**config.mk**
```make
export PLATFORM = sky130hd
export DESIGN_NAME = ccp_channel
export DESIGN_NICKNAME = d
export VERILOG_FILES = /design/src/rtl/ccp_pkg.sv /design/src/rtl/ccp_mode_reg.sv /design/src/rtl/ccp_edge_sync.sv /design/src/rtl/ccp_cmp_store.sv /design/src/rtl/ccp_wave.sv /design/src/rtl/ccp_channel.sv
export SDC_FILE = /design/constraint.sdc
export NUM_CORES = 1
export LEC_CHECK = 0
export BUFFER_PORTS_ARGS = -buffer_cell sky130_fd_sc_hd__buf_2
export CAP_MARGIN = 20
export CORE_UTILIZATION = 60
export DETAILED_ROUTE_END_ITERATION = 6
export PLACE_DENSITY = 0.95
export SLEW_MARGIN = 20
export SYNTH_ARGS = -nofsm -noshare
export SYNTH_HDL_FRONTEND = slang
export SYNTH_SLANG_ARGS = --single-unit
export TNS_END_PERCENT = 1
```
**constraint.sdc**
```tcl
create_clock -name clk -period 6.45 [get_ports clk]
set_clock_uncertainty 0.2 [all_clocks]
set_input_delay 0.3225 -clock clk [delete_from_list [all_inputs] [get_ports clk]]
set_output_delay 0.3225 -clock clk [all_outputs]
set_load 0.005 [all_outputs]
```
**src/rtl/ccp_pkg.sv**
```systemverilog
package ccp_pkg;
  localparam int MB_WIDE   = 7;
  localparam int MB_CMPEN  = 6;
  localparam int MB_RISE   = 5;
  localparam int MB_FALL   = 4;
  localparam int MB_MATCH  = 3;
  localparam int MB_TOGGLE = 2;
  localparam int MB_PWM    = 1;
  localparam int MB_IE     = 0;

  typedef enum logic [2:0] {
    CM_IDLE, CM_CAPT, CM_TIMER, CM_HSO, CM_FREQ, CM_PWMN, CM_PWMW
  } ccp_mode_e;

  function automatic ccp_mode_e ccp_decode(input logic [7:0] m);
    ccp_mode_e r;
    if (m[MB_PWM]) begin
      if (m[MB_WIDE])        r = CM_PWMW;
      else if (m[MB_TOGGLE]) r = CM_FREQ;
      else                   r = CM_PWMN;
    end else if (m[MB_TOGGLE])          r = CM_HSO;
    else if (m[MB_MATCH])               r = CM_TIMER;
    else if (m[MB_RISE] | m[MB_FALL])   r = CM_CAPT;
    else                                r = CM_IDLE;
    return r;
  endfunction
endpackage

```
**src/rtl/ccp_mode_reg.sv**
```systemverilog
module ccp_mode_reg
  import ccp_pkg::*;
#(
  parameter int MW = 8
) (
  input  logic          clk,
  input  logic          rst,
  input  logic          we,
  input  logic [MW-1:0] wdata,
  output logic [MW-1:0] mode_q,
  output ccp_mode_e     mode_sel
);
  always_ff @(posedge clk) begin
    if (rst) begin
      mode_q   <= '0;
      mode_sel <= CM_IDLE;
    end else if (we) begin
      mode_q   <= wdata;
      mode_sel <= ccp_decode(wdata[7:0]);
    end
  end
endmodule

```
**src/rtl/ccp_edge_sync.sv**
```systemverilog
module ccp_edge_sync #(
  parameter int STAGES = 2
) (
  input  logic clk,
  input  logic rst,
  input  logic din,
  output logic rise,
  output logic fall
);
  logic [STAGES:0] sh;

  always_ff @(posedge clk) begin
    if (rst) sh[0] <= 1'b0;
    else     sh[0] <= din;
  end

  genvar i;
  generate
    for (i = 1; i <= STAGES; i++) begin : g_stage
      always_ff @(posedge clk) begin
        if (rst) sh[i] <= 1'b0;
        else     sh[i] <= sh[i-1];
      end
    end
  endgenerate

  assign rise =  sh[STAGES-1] & ~sh[STAGES];
  assign fall = ~sh[STAGES-1] &  sh[STAGES];
endmodule

```
**src/rtl/ccp_cmp_store.sv**
```systemverilog
module ccp_cmp_store #(
  parameter int CW = 16,
  parameter int BW = 8
) (
  input  logic          clk,
  input  logic          rst,
  input  logic          wr_lo,
  input  logic          wr_hi,
  input  logic [BW-1:0] wdata,
  input  logic          arl_sel,
  input  logic          cap_ev,
  input  logic [CW-1:0] cap_val,
  input  logic          adv_ev,
  input  logic          reload_ev,
  output logic [CW-1:0] cmp_q,
  output logic [CW-1:0] arl_q,
  output logic [CW-1:0] rdata
);
  localparam int HB = CW - BW;

  logic [BW-1:0] adv_lo;
  assign adv_lo = cmp_q[BW-1:0] + cmp_q[CW-1:HB];

  always_ff @(posedge clk) begin
    if (rst) begin
      cmp_q <= '0;
    end else if (cap_ev) begin
      cmp_q <= cap_val;
    end else if (adv_ev) begin
      cmp_q[BW-1:0] <= adv_lo;
    end else if (reload_ev) begin
      cmp_q <= arl_q;
    end else if (!arl_sel) begin
      if (wr_lo) cmp_q[BW-1:0] <= wdata;
      if (wr_hi) cmp_q[CW-1:HB] <= wdata;
    end
  end

  always_ff @(posedge clk) begin
    if (rst) begin
      arl_q <= '0;
    end else if (arl_sel) begin
      if (wr_lo) arl_q[BW-1:0] <= wdata;
      if (wr_hi) arl_q[CW-1:HB] <= wdata;
    end
  end

  assign rdata = arl_sel ? arl_q : cmp_q;
endmodule

```
**src/rtl/ccp_wave.sv**
```systemverilog
module ccp_wave
  import ccp_pkg::*;
(
  input  logic      clk,
  input  logic      rst,
  input  ccp_mode_e mode_sel,
  input  logic      cmp_en,
  input  logic      match_on,
  input  logic      match_full,
  input  logic      match_lo,
  input  logic      match_n,
  input  logic      wrap_n,
  input  logic      wrap_full,
  input  logic      cap_ev,
  input  logic      flag_we,
  input  logic [1:0] flag_wdata,
  output logic      pin_q,
  output logic      hit_q,
  output logic      wrap_q
);
  logic pin_d, hit_set;

  always_comb begin
    pin_d = pin_q;
    unique case (mode_sel)
      CM_HSO:  if (match_full) pin_d = ~pin_q;
      CM_FREQ: if (match_lo)   pin_d = ~pin_q;
      CM_PWMN: begin
        if (!cmp_en)      pin_d = 1'b0;
        else if (match_n) pin_d = 1'b1;
        else if (wrap_n)  pin_d = 1'b0;
      end
      CM_PWMW: begin
        if (!cmp_en)         pin_d = 1'b0;
        else if (match_full) pin_d = 1'b1;
        else if (wrap_full)  pin_d = 1'b0;
      end
      default: pin_d = pin_q;
    endcase
  end

  always_comb begin
    hit_set = cap_ev;
    if (match_on) begin
      unique case (mode_sel)
        CM_TIMER, CM_HSO, CM_PWMW: hit_set = hit_set | match_full;
        CM_PWMN:                   hit_set = hit_set | match_n;
        default:                   hit_set = hit_set;
      endcase
    end
  end

  always_ff @(posedge clk) begin
    if (rst) begin
      pin_q  <= 1'b0;
      hit_q  <= 1'b0;
      wrap_q <= 1'b0;
    end else begin
      pin_q <= pin_d;
      if (hit_set)      hit_q <= 1'b1;
      else if (flag_we) hit_q <= flag_wdata[0];
      if (wrap_n)       wrap_q <= 1'b1;
      else if (flag_we) wrap_q <= flag_wdata[1];
    end
  end
endmodule

```
**src/rtl/ccp_channel.sv**
```systemverilog
module ccp_channel
  import ccp_pkg::*;
#(
  parameter int CW          = 16,
  parameter int BW          = 8,
  parameter int MW          = 8,
  parameter int MIN_PWM     = 8,
  parameter int SEL_W       = 2,
  parameter int SYNC_STAGES = 2
) (
  input  logic             clk,
  input  logic             rst,
  input  logic [CW-1:0]    cnt_val,
  input  logic             cnt_wrap,
  input  logic             pin_in,
  output logic             pin_out,
  input  logic             mode_we,
  input  logic [MW-1:0]    mode_wdata,
  output logic [MW-1:0]    mode_q,
  input  logic [SEL_W-1:0] len_sel,
  input  logic             reload_sel,
  input  logic             wrap_ie,
  input  logic             dat_wr_lo,
  input  logic             dat_wr_hi,
  input  logic [BW-1:0]    dat_wdata,
  output logic [CW-1:0]    dat_rdata,
  input  logic             flag_we,
  input  logic [1:0]       flag_wdata,
  output logic             hit_flag,
  output logic             wrap_flag,
  output logic             irq
);
  localparam int NSEL = 1 << SEL_W;

  ccp_mode_e     mode_sel;
  logic [CW-1:0] cnt_prev, cmp_q, arl_q, cur_mask;
  logic [CW-1:0] mask_tab [NSEL];
  logic          cmp_en, cnt_chg, match_full, match_lo, match_n, wrap_n;
  logic          rise, fall, cap_ev, adv_ev, reload_ev, arl_sel, wide_len;

  genvar g;
  generate
    for (g = 0; g < NSEL; g++) begin : g_mask
      assign mask_tab[g] = CW'((64'd1 << (MIN_PWM + g)) - 64'd1);
    end
  endgenerate
  assign cur_mask = mask_tab[len_sel];

  ccp_mode_reg #(.MW(MW)) u_mode (
    .clk(clk), .rst(rst), .we(mode_we), .wdata(mode_wdata),
    .mode_q(mode_q), .mode_sel(mode_sel)
  );

  always_ff @(posedge clk) begin
    if (rst) cnt_prev <= '0;
    else     cnt_prev <= cnt_val;
  end

  assign cmp_en     = mode_q[MB_CMPEN];
  assign cnt_chg    = cnt_val != cnt_prev;
  assign match_full = cmp_en & cnt_chg & (cnt_val == cmp_q);
  assign match_lo   = cmp_en & cnt_chg & (cnt_val[BW-1:0] == cmp_q[BW-1:0]);
  assign match_n    = cmp_en & cnt_chg & ((cnt_val & cur_mask) == (cmp_q & cur_mask));
  assign wrap_n     = cnt_chg & ((cnt_prev & cur_mask) == cur_mask)
                    & ((cnt_val & cur_mask) == '0);

  ccp_edge_sync #(.STAGES(SYNC_STAGES)) u_sync (
    .clk(clk), .rst(rst), .din(pin_in), .rise(rise), .fall(fall)
  );

  assign wide_len  = len_sel != '0;
  assign cap_ev    = (mode_sel == CM_CAPT)
                   & ((mode_q[MB_RISE] & rise) | (mode_q[MB_FALL] & fall));
  assign adv_ev    = (mode_sel == CM_FREQ) & match_lo;
  assign reload_ev = (mode_sel == CM_PWMN) & wide_len & wrap_n;
  assign arl_sel   = reload_sel & (mode_sel == CM_PWMN) & wide_len;

  ccp_cmp_store #(.CW(CW), .BW(BW)) u_store (
    .clk(clk), .rst(rst), .wr_lo(dat_wr_lo), .wr_hi(dat_wr_hi),
    .wdata(dat_wdata), .arl_sel(arl_sel), .cap_ev(cap_ev), .cap_val(cnt_val),
    .adv_ev(adv_ev), .reload_ev(reload_ev), .cmp_q(cmp_q), .arl_q(arl_q),
    .rdata(dat_rdata)
  );

  ccp_wave u_wave (
    .clk(clk), .rst(rst), .mode_sel(mode_sel), .cmp_en(cmp_en),
    .match_on(mode_q[MB_MATCH]), .match_full(match_full), .match_lo(match_lo),
    .match_n(match_n), .wrap_n(wrap_n), .wrap_full(cnt_wrap), .cap_ev(cap_ev),
    .flag_we(flag_we), .flag_wdata(flag_wdata), .pin_q(pin_out),
    .hit_q(hit_flag), .wrap_q(wrap_flag)
  );

  assign irq = (hit_flag & mode_q[MB_IE]) | (wrap_flag & wrap_ie);
endmodule

```
==> flow_summary.yaml <==
outcome:
  status: "completed"
layout:
  fin_cells: 565
  fin_nets: 539
  multi_input_area_um2: 2320
  syn_to_final_growth_pct: 14.9
  regArea_um2: 1280
  num_antenna_cells: 0
  drive_gt1_frac: 0.243
  fill_cells: 444
grt:
  grt_use_total: 0.319
  antenna_found_initial: 0
  grt-ovfl-total: 0
  grt_max_degree: 65
  grt_pass1_vias: 3252
  grt_pass1_wl_mm: 15.6
route:
  wl_per_cell_um: 17.1
  totalWireLength_mm: 9.68
  drtPass1Iterations: 7
  drc_errors: 0
  ant_nets: 0
  drt_iter0_markers: 340
  via_per_inst: 5.99
  vias: 3382
synth:
  ys_seq_elements: 64
  synth.top_cell.area_share: 0.340
  synth_area_leaders: "dfxtp_1 34%, mux2i_1 12%, mux2_2 5.4%"
  synthArstFlopShare: 0
  synth.net_count: 476
  synth_flop_cell: "dfxtp_1"
  synth-edff-count: 0
  ys_seq_area_frac: 0.340
  syn_inst: 422
  ys_types: 56
  synth_top_cell_by_area: "dfxtp_1"
  avgSynthCellArea_um2: 8.92
  ys.warnings.count: 0
  netlist_area_um2: 3760
floorplan:
  die_y_um: 81.2
  die_area_um2: 6590
  fp.coreArea_um2: 5990
  die_x_um: 81.2
  pin_count: 74
  start_util: 0.628
  num_rows: 28
clock_network:
  worstSkewPairLatency_ps: 350
  ctsResizeCount: 0
  clk_pin_slew_worst_paths_ps: 80
  cts_tree: "yes"
  cts_buffers: 9
  cts_root_buf: "clkbuf_8"
  htreeDepth: 3
  cts.sinks: 64
  ctsLongestPathBuffers: 2
worst_setup_path:
  crit_arrival_ps: 3220
  worstSetupPathType: "flip-flop to flip-flop"
  cp-end-kind: "flip-flop"
  required_ps: 6520
  path_max_fanout: 18
  timing.rr.start: "u_mode.mode_sel[0]$_SDFFE_PP0P_"
  crit_start: "u_mode.mode_sel[0]$_SDFFE_PP0P_"
  worstSetupStartpointType: "flip-flop"
timing:
  max_slew_margin: 0.354
  final-hold-violation-count: 0
  tightest_slew_ps: 969
  rsz0062_at_grt: "false"
  maxClockFrequency_ghz: 0.317
  holdWs_ps: 12.7
  worst_slack_ps: 3300
  fin_crit_ps: 3150
  tns_ps: 0
  fin_crit_sh: 0.489
  setup_viol: 0
  drv_slew: 0
power_and_ir_drop:
  switching_power_uw: 270
  total_power_uw: 933
  p_seq_frac: 0.464
  combPwrFrac: 0.155
  power_leakage_nw: 1.90
  internal-power_uw: 663
  peakVddDrop_uv: 204
  pwr-share-clk: 0.380
  p_sw_frac: 0.289
  p_per_area_nw_per_um2: 216
place:
  dp.cells: 548
  detailed_place_hpwl_mm: 6.79
  pre_cts_ws_ps: 3340
  place_congestion: 0.868
  portBuffers: 73
hold_path:
  hold_path_class: "primary input to flip-flop"
  hold_start: "mode_wdata[6]"
run:
  max-cap-violations: 0
cell families (layout without fill, tap and decap cells):
group | Yosys count | after routing | share of synthesized area
adders and majority gates | 8 | 8 | 0.0286
buffers and inverters | 35 | 103 | 0.0465
muxes | 63 | 63 | 0.174
AOI/OAI and AO/OA | 71 | 71 | 0.137
xor gates and xnor gates | 33 | 33 | 0.0768
DFF | 64 | 64 | 0.340
and+or+nand+nor | 148 | 148 | 0.197
per-layer routing:
| layer | track usage | vias up | routed length [µm] |
|---|---|---|---|
| met5 | 0 | - | 0 |
| met4 | 0.150 | 0 | 317 |
| met3 | 0.0753 | 29 | 850 |
| met2 | 0.505 | 172 | 4480 |
| met1 | 0.408 | 1570 | 4030 |
| li1 | - | 1611 | - |
path summary, 6_finish.rpt:
check,endpoint,slack (ps),depth (start not counted)
worst min register to register,u_sync.sh[1]$_SDFF_PP0_,240,1
worst max register to register,u_store.cmp_q[7]$_SDFFE_PP0P_,3300,7
worst max-delay path,u_store.cmp_q[7]$_SDFFE_PP0P_,3300,7
worst min-delay path,u_mode.mode_q[6]$_SDFFE_PP0P_,10,3
timing repair:
item                                   in CTS  in global routing
setup endpoints to repair                   0                  0
endpoints found under the hold margin       1                  0
setup buffers                               0                  0
hold buffers                                1                  0
cell usage in the layout (no fill, tap or decap), types with 9 or more instances in the layout:
master and n:
buf_2 72, xnor2_1 21, dfxtp_1 64, inv_1 12, mux2_2 18, xor2_1 12
nor2_1 52, a21oi_1 20, nor2b_1 19, o211ai_1 12, clkbuf_8 9, mux2i_1 44
nand2_1 34
final cells by class:
type	count	area share
Sequential cell	64	0.296
Timing Repair Buffer	75	0.0891
Multi-Input combinational cell	323	0.535
Tap cell	75	0.0217
Clock inverter	7	0.0185
Clock buffer	9	0.0286
Inverter	12	0.0104
cells in the mapped netlist, types with 3 or more instances:
cell type	count
nor3_1	5
mux2i_1	44
clkbuf_1	12
xnor2_1	21
inv_1	12
nand3b_1	4
nand2_1	34
o21ai_0	6
ha_1	7
a211oi_1	6
a311oi_1	5
nand4_1	4
nand2b_1	8
o22ai_1	4
nor2b_1	19
nand3_1	4
dfxtp_1	64
mux2_2	18
nor2_1	52
xor2_1	12
o211ai_1	12
buf_4	4
nor4_1	3
a21oi_1	20
state kept, by name (all words and copies together), names as in the netlist:
name and cells:
cnt_prev 16, u_store.arl_q 16, u_store.cmp_q 16, u_mode.mode_q 8, u_sync.sh 3, u_mode.mode_sel 2
u_wave.hit_q 1, u_wave.pin_q 1, u_wave.wrap_q 1
critical path: stages, from the launching register on:
cell      delay (ps)
dfxtp_1          520
inv_1            120
nor3_1           420
nand2_1          570
a211oi_1         380
nand2b_1         340
a31o_1           300
a311oi_2         220
metrics by stage:
stage	utilization	cell area, µm²
after global routing	0.722	4330
after floorplan	-	3760
after CTS	0.722	4320
after detailed placement	0.686	4110
after global placement	0.686	4110
final	0.722	4330
power groups by stage:
| stage | combinational [mW] | sequential (mW) | clock, mW |
|---|---|---|---|
| after floorplan | 0.0943 | 0.435 | 0 |
| after global placement | 0.136 | 0.440 | 0 |
| after detailed placement | 0.140 | 0.441 | 0 |
| after CTS | 0.143 | 0.432 | 0.361 |
| after global routing | 0.159 | 0.435 | 0.378 |
| final | 0.145 | 0.433 | 0.355 |
No activity file was read; power rests on OpenSTA's default activity.
